$ cat config.mk
export PLATFORM = sky130hd
export DESIGN_NAME = shiftadd_mul
export DESIGN_NICKNAME = d
export VERILOG_FILES = /design/src/rtl/mul_pkg.sv /design/src/rtl/mul_operand_mag.sv /design/src/rtl/mul_iter_core.sv /design/src/rtl/mul_sign_fix.sv /design/src/rtl/shiftadd_mul.sv
export SDC_FILE = /design/constraint.sdc
export NUM_CORES = 1
export LEC_CHECK = 0
export BUFFER_PORTS_ARGS = -buffer_cell sky130_fd_sc_hd__buf_2
export CAP_MARGIN = 20
export CORE_UTILIZATION = 50
export CTS_BUF_LIST = sky130_fd_sc_hd__clkbuf_4 sky130_fd_sc_hd__clkbuf_8
export DETAILED_ROUTE_END_ITERATION = 7
export PLACE_DENSITY = 0.71
export SKIP_LAST_GASP = 1
export SLEW_MARGIN = 20
export SYNTH_ARGS = -nofsm -noshare
export SYNTH_HDL_FRONTEND = slang
export SYNTH_SLANG_ARGS = --single-unit
$ cat constraint.sdc
create_clock -name clk -period 4.43 [get_ports clk]
set_input_delay 0.886 -clock clk [delete_from_list [all_inputs] [get_ports clk]]
set_output_delay 0.886 -clock clk [all_outputs]
set_load 0.03 [all_outputs]
$ cat src/rtl/mul_pkg.sv
package mul_pkg;
   typedef enum logic {
      ST_IDLE = 1'b0,
      ST_RUN  = 1'b1
   } mul_state_e;
endpackage

$ cat src/rtl/mul_operand_mag.sv
module mul_operand_mag #(
   parameter int W         = 32,
   parameter bit SIGNED_EN = 1'b1
) (
   input  logic [W-1:0] a_i,
   input  logic [W-1:0] b_i,
   input  logic         sgn_i,
   output logic [W-1:0] a_mag_o,
   output logic [W-1:0] b_mag_o,
   output logic         neg_o
);
   generate
      if (SIGNED_EN) begin : g_signed
         logic a_neg, b_neg;
         always_comb begin
            a_neg   = sgn_i & a_i[W-1];
            b_neg   = sgn_i & b_i[W-1];
            a_mag_o = a_neg ? (~a_i + 1'b1) : a_i;
            b_mag_o = b_neg ? (~b_i + 1'b1) : b_i;
            neg_o   = a_neg ^ b_neg;
         end
      end else begin : g_unsigned
         logic unused_sgn;
         always_comb begin
            unused_sgn = sgn_i;
            a_mag_o    = a_i;
            b_mag_o    = b_i;
            neg_o      = 1'b0;
         end
      end
   endgenerate
endmodule

$ cat src/rtl/mul_iter_core.sv
module mul_iter_core
   import mul_pkg::*;
#(
   parameter int W = 32
) (
   input  logic           clk,
   input  logic           rst_n,
   input  logic           load_i,
   input  logic [W-1:0]   a_mag_i,
   input  logic [W-1:0]   b_mag_i,
   output logic           busy_o,
   output logic           last_o,
   output logic [2*W-1:0] sum_o
);
   localparam int PW    = 2 * W;
   localparam int CNT_W = (W > 1) ? $clog2(W) : 1;
   localparam logic [CNT_W-1:0] LAST_IDX = CNT_W'(W - 1);

   mul_state_e      state_q;
   logic [CNT_W-1:0] cnt_q;
   logic [PW-1:0]    mcand_q;
   logic [W-1:0]     mplier_q;
   logic [PW-1:0]    prod_q;
   logic [PW-1:0]    addend;

   always_comb begin
      addend = mplier_q[0] ? mcand_q : '0;
      sum_o  = prod_q + addend;
      busy_o = (state_q == ST_RUN);
      last_o = busy_o && (cnt_q == LAST_IDX);
   end

   always_ff @(posedge clk or negedge rst_n) begin
      if (!rst_n) begin
         state_q  <= ST_IDLE;
         cnt_q    <= '0;
         mcand_q  <= '0;
         mplier_q <= '0;
         prod_q   <= '0;
      end else if (state_q == ST_IDLE) begin
         if (load_i) begin
            state_q  <= ST_RUN;
            cnt_q    <= '0;
            mcand_q  <= {{W{1'b0}}, a_mag_i};
            mplier_q <= b_mag_i;
            prod_q   <= '0;
         end
      end else begin
         prod_q   <= sum_o;
         mcand_q  <= mcand_q << 1;
         mplier_q <= mplier_q >> 1;
         cnt_q    <= cnt_q + 1'b1;
         if (last_o) state_q <= ST_IDLE;
      end
   end

   // a run only ends through its final iteration
   p_run_continues_r3: assert property (@(posedge clk) disable iff (!rst_n)
      (busy_o && !last_o) |=> busy_o);
   // a run starts only from a load request
   p_run_needs_load_r3: assert property (@(posedge clk) disable iff (!rst_n)
      $rose(busy_o) |-> $past(load_i));
endmodule

$ cat src/rtl/mul_sign_fix.sv
module mul_sign_fix #(
   parameter int PW        = 64,
   parameter bit SIGNED_EN = 1'b1
) (
   input  logic          neg_i,
   input  logic [PW-1:0] val_i,
   output logic [PW-1:0] out_o
);
   generate
      if (SIGNED_EN) begin : g_fix
         always_comb out_o = neg_i ? (~val_i + 1'b1) : val_i;
      end else begin : g_pass
         logic unused_neg;
         always_comb begin
            unused_neg = neg_i;
            out_o      = val_i;
         end
      end
   endgenerate
endmodule

$ cat src/rtl/shiftadd_mul.sv
module shiftadd_mul #(
   parameter int W         = 32,
   parameter bit SIGNED_EN = 1'b1
) (
   input  logic         clk,
   input  logic         rst_n,
   input  logic         start_i,
   input  logic         signed_i,
   input  logic [W-1:0] mcand_i,
   input  logic [W-1:0] mplier_i,
   output logic         busy_o,
   output logic         done_o,
   output logic [W-1:0] prod_hi_o,
   output logic [W-1:0] prod_lo_o
);
   localparam int PW = 2 * W;

   initial begin
      assert (W >= 2) else $error("shiftadd_mul: W must be at least 2");
   end

   logic [W-1:0]  a_mag, b_mag;
   logic          neg_now, neg_q;
   logic          load, last;
   logic [PW-1:0] sum, fixed;
   logic [PW-1:0] res_q;
   logic          done_q;

   assign load = start_i && !busy_o;

   mul_operand_mag #(.W(W), .SIGNED_EN(SIGNED_EN)) u_mag (
      .a_i     (mcand_i),
      .b_i     (mplier_i),
      .sgn_i   (signed_i),
      .a_mag_o (a_mag),
      .b_mag_o (b_mag),
      .neg_o   (neg_now)
   );

   mul_iter_core #(.W(W)) u_core (
      .clk     (clk),
      .rst_n   (rst_n),
      .load_i  (load),
      .a_mag_i (a_mag),
      .b_mag_i (b_mag),
      .busy_o  (busy_o),
      .last_o  (last),
      .sum_o   (sum)
   );

   mul_sign_fix #(.PW(PW), .SIGNED_EN(SIGNED_EN)) u_fix (
      .neg_i (neg_q),
      .val_i (sum),
      .out_o (fixed)
   );

   always_ff @(posedge clk or negedge rst_n) begin
      if (!rst_n) begin
         neg_q  <= 1'b0;
         res_q  <= '0;
         done_q <= 1'b0;
      end else begin
         done_q <= last;
         if (load) neg_q <= neg_now;
         if (last) res_q <= fixed;
      end
   end

   assign done_o    = done_q;
   assign prod_hi_o = res_q[PW-1:W];
   assign prod_lo_o = res_q[W-1:0];

   // done lasts one cycle
   p_done_pulse_r4: assert property (@(posedge clk) disable iff (!rst_n)
      done_o |=> !done_o);
   // no iteration in the done cycle
   p_done_idle_r4: assert property (@(posedge clk) disable iff (!rst_n)
      done_o |-> !busy_o);
   // done follows a busy cycle
   p_done_after_busy_r3: assert property (@(posedge clk) disable iff (!rst_n)
      done_o |-> $past(busy_o));
   // product words hold between completions
   p_result_hold_r7: assert property (@(posedge clk) disable iff (!rst_n)
      !done_o |-> ($stable(prod_hi_o) && $stable(prod_lo_o)));
   // a start while busy does not restart the run
   p_busy_start_ignored_r5: assert property (@(posedge clk) disable iff (!rst_n)
      (busy_o && start_i) |=> (busy_o || done_o));
endmodule

==> reports/metrics.yaml <==
status: "finished, violations left"
violations: "DRC, setup timing"
synth_top_area_share_pct: 34.1
ys.flop_type: "dfrtp_1"
grt_max_degree: 111
avgSynthCellArea_um2: 8.06
p_sw_share_pct: 44.8
grt_pass1_vias: 17000
path_class: "flop to flop"
power_frac_clock_pct: 14.8
root_buffer: "clkbuf_8"
ys_seq_area_share_pct: 34.1
syn_nets: 2249
vdd_drop_max_uv: 383
finalMaxSlewViolations: 0
crit_required_ps: 4850
yosys.area.top_type: "dfrtp_1"
p_comb_share_pct: 60.7
critical_path.endpoint_type: "flop"
grt_pass1_wl_um: 90200
place_congestion: 1.02
viasPerCell: 5.89
internal_power_mw: 8.37
rows: 67
synth-xor-area-share_pct: 7.57
path_clk_slew_ps: 60
p_sw_mw: 6.79
final.period_utilization_pct: 102
antenna_found_initial: 1
worst_slack_ps: -103
cts_buffers: 41
busiest_layer: "met2"
postRouteAntennaNets: 0
fin_nets: 2689
htreeDepth: 2
synth_top_family_by_area: "compound AO/OA/AOI/OAI gates"
fin_util_pct: 68.7
min_period_ps: 4530
clkLatencyLatePin_ps: 590
synth_area_um2: 17000
wl_per_cell_um: 18.9
first_iter_violations: 1226
fmax_ghz: 0.221
area_growth_pct: 35.3
cts_tree: "done"
totalWireLength_um: 57200
antenna_cells: 0
synth-compound-area-share_pct: 26.3
synth.ff_latch_count: 232
p_leak_nw: 10.5
synthTopCellsByArea: "dfrtp_1 34%, nand2_1 7.3%, o21ai_0 7.0%"
seq_power_share_pct: 24.5
met1_usage_pct: 47.6
p_per_area_nw_per_um2: 658
finalSetupViolCount: 14
hold_violations: 0
finalPower_mw: 15.2
drive_gt1_share_pct: 32.3
dp.cells: 2933
cts_buffer_depth: 3
muxShareOfSynthArea_pct: 0.588
dr.pass1.iters: 8
io_buffers: 133
dp_hpwl_um: 42100
ys_warn_count: 0
worst-endpoint-arrival_ps: 4960
route.detailed.drc: 2
worst_pin_slew_ps: 1070
grt_usage_pct: 32.1
use_met3_pct: 4.06
dr_total_vias: 17900
rsz0062_at_grt: "yes"
netlist_instances: 2112
io_pins: 134
slew_headroom_pct: 28.8
post-place-ws_ps: -284
die_height_um: 186
start_util_pct: 50.7
finClkSkew_ps: 28.2
synthSimpleGateAreaFrac_pct: 22.9
core_um2: 33500
crit_path_start_kind: "flop"
fin_cells: 3032
overflow: 0
hp-class: "input pin to asynchronous set/reset pin"
use_met2_pct: 49.8
synth_adder_area_share_pct: 5.12
max_cap_violations: 0
die_w_um: 186
critical_path_peak_fanout: 16
synth_edf_count: 0
dieArea_um2: 34800
synthArstFlopShare_pct: 100
cts.sinks: 232
yosysUniqueCellTypes: 91
## area by class of cell
cell class	instances	area (um^2)
clock inverters	11	134
well taps	448	561
inverters	29	109
flip-flops and latches	232	5810
clock buffers	64	806
repair buffers	520	3730
fillers	2731	10500
multi-input cells	1728	11900
## power by group through the flow
stage          combinational [mW]  sequential (mW)  clock (mW)
2_1_floorplan                4.20             3.95           0
3_3_place_gp                 7.88             3.67           0
3_5_place_dp                 8.05             3.69           0
4_1_cts                      8.47             3.71        2.29
5_1_grt                      9.92             3.81        2.37
6_report                     9.20             3.72        2.24
## worst max-delay path: stages, from the launching register on
cell and delay, ps:
dfrtp_2 450, buf_12 170, and2_1 140, ha_1 320
a21o_1 240, nand2b_4 170, o21a_1 220, o211ai_1 390
buf_4 190, a21boi_2 80, o211a_1 280, a31o_2 230
or3_4 340, or3_4 360, buf_6 160, o41ai_4 300
xor2_1 230, o21ai_1 80
## layout by cell type, fill, tap and decap left out, drive strengths merged, types with 26 or more instances in the layout
cell and count:
dfrtp 232, buf 519, nand4 26, a21o 29, nor3 30, inv 28, nand2 329, o31ai 35
nand3 37, clkbuf 64, nor2 144, xnor2 51, o21ai 288, a21oi 156, a22o 61, xor2 96
ha 68, and2 86, or3 26
## logic make-up (layout without fill, tap and decap cells)
logic type | after synthesis | count (layout)
multiplexers | 10 | 10
adder cells (fa/ha/maj) | 69 | 69
AND/OR/NAND/NOR | 794 | 795
flip-flops | 232 | 232
buffers and inverters | 153 | 624
AO/OA/AOI/OAI | 707 | 707
XOR/XNOR | 147 | 147
## what timing repair did
item,in CTS,in global routing
pin swaps,20,51
setup endpoints to repair,26,38
gates resized for setup,91,140
gates cloned,3,0
buffers inserted,5,16
hold buffers,0,0
## routing by layer
layer	vias up	wire [um]
met1	8617	26800
li1	8527	-
met4	2	1140
met5	-	12
met3	93	3810
met2	631	25400
## metrics by stage
| step | instance area (um^2) | hold slack, ps | TNS, ps |
|---|---|---|---|
| finish | 23000 | 308 | -504 |
| CTS | 22200 | 336 | -1020 |
| detailed placement | 20600 | 465 | -4710 |
| global route | 23000 | 362 | -4150 |
| global placement | 20600 | 457 | -2340 |
| floorplan | 17100 | 448 | -80.7 |
## state kept, by name, summed over array words and instances, names as in the netlist
signal,flops
res_q,64
neg_q,1
u_core.cnt_q,5
u_core.busy_o,1
done_o,1
u_core.mcand_q,64
u_core.mplier_q,32
u_core.prod_q,64
## path summary, 6_finish.rpt
path	start	endpoint	slack, ps	cells past startpoint
max in group asynchronous	rst_n	u_core.mcand_q[33]$_DFFE_PN0P_	3050	2
worst max-delay path	u_core.mplier_q[0]$_DFFE_PN0P_	res_q[60]$_DFFE_PN0P_	-100	17
worst min register to register	res_q[7]$_DFFE_PN0P_	res_q[7]$_DFFE_PN0P_	470	2
worst min-delay path	rst_n	res_q[13]$_DFFE_PN0P_	310	1
worst max register to register	u_core.mplier_q[0]$_DFFE_PN0P_	res_q[60]$_DFFE_PN0P_	-100	17
min in group clk	res_q[7]$_DFFE_PN0P_	res_q[7]$_DFFE_PN0P_	470	2
## cells in the mapped netlist, types with 22 or more instances
| cell type | count |
|---|---|
| a21oi_1 | 155 |
| nor4_1 | 22 |
| o31ai_1 | 27 |
| nand3_1 | 37 |
| nor3_1 | 29 |
| nand2_1 | 329 |
| and2_1 | 84 |
| ha_1 | 68 |
| dfrtp_1 | 232 |
| a21o_1 | 29 |
| nand4_1 | 26 |
| o21ai_0 | 237 |
| clkbuf_1 | 107 |
| xor2_1 | 96 |
| or3_1 | 26 |
| a211oi_1 | 24 |
| inv_1 | 28 |
| nor2_1 | 143 |
| o21ai_1 | 51 |
| a22o_1 | 60 |
| xnor2_1 | 51 |
No activity file was read; power rests on OpenSTA's default activity.
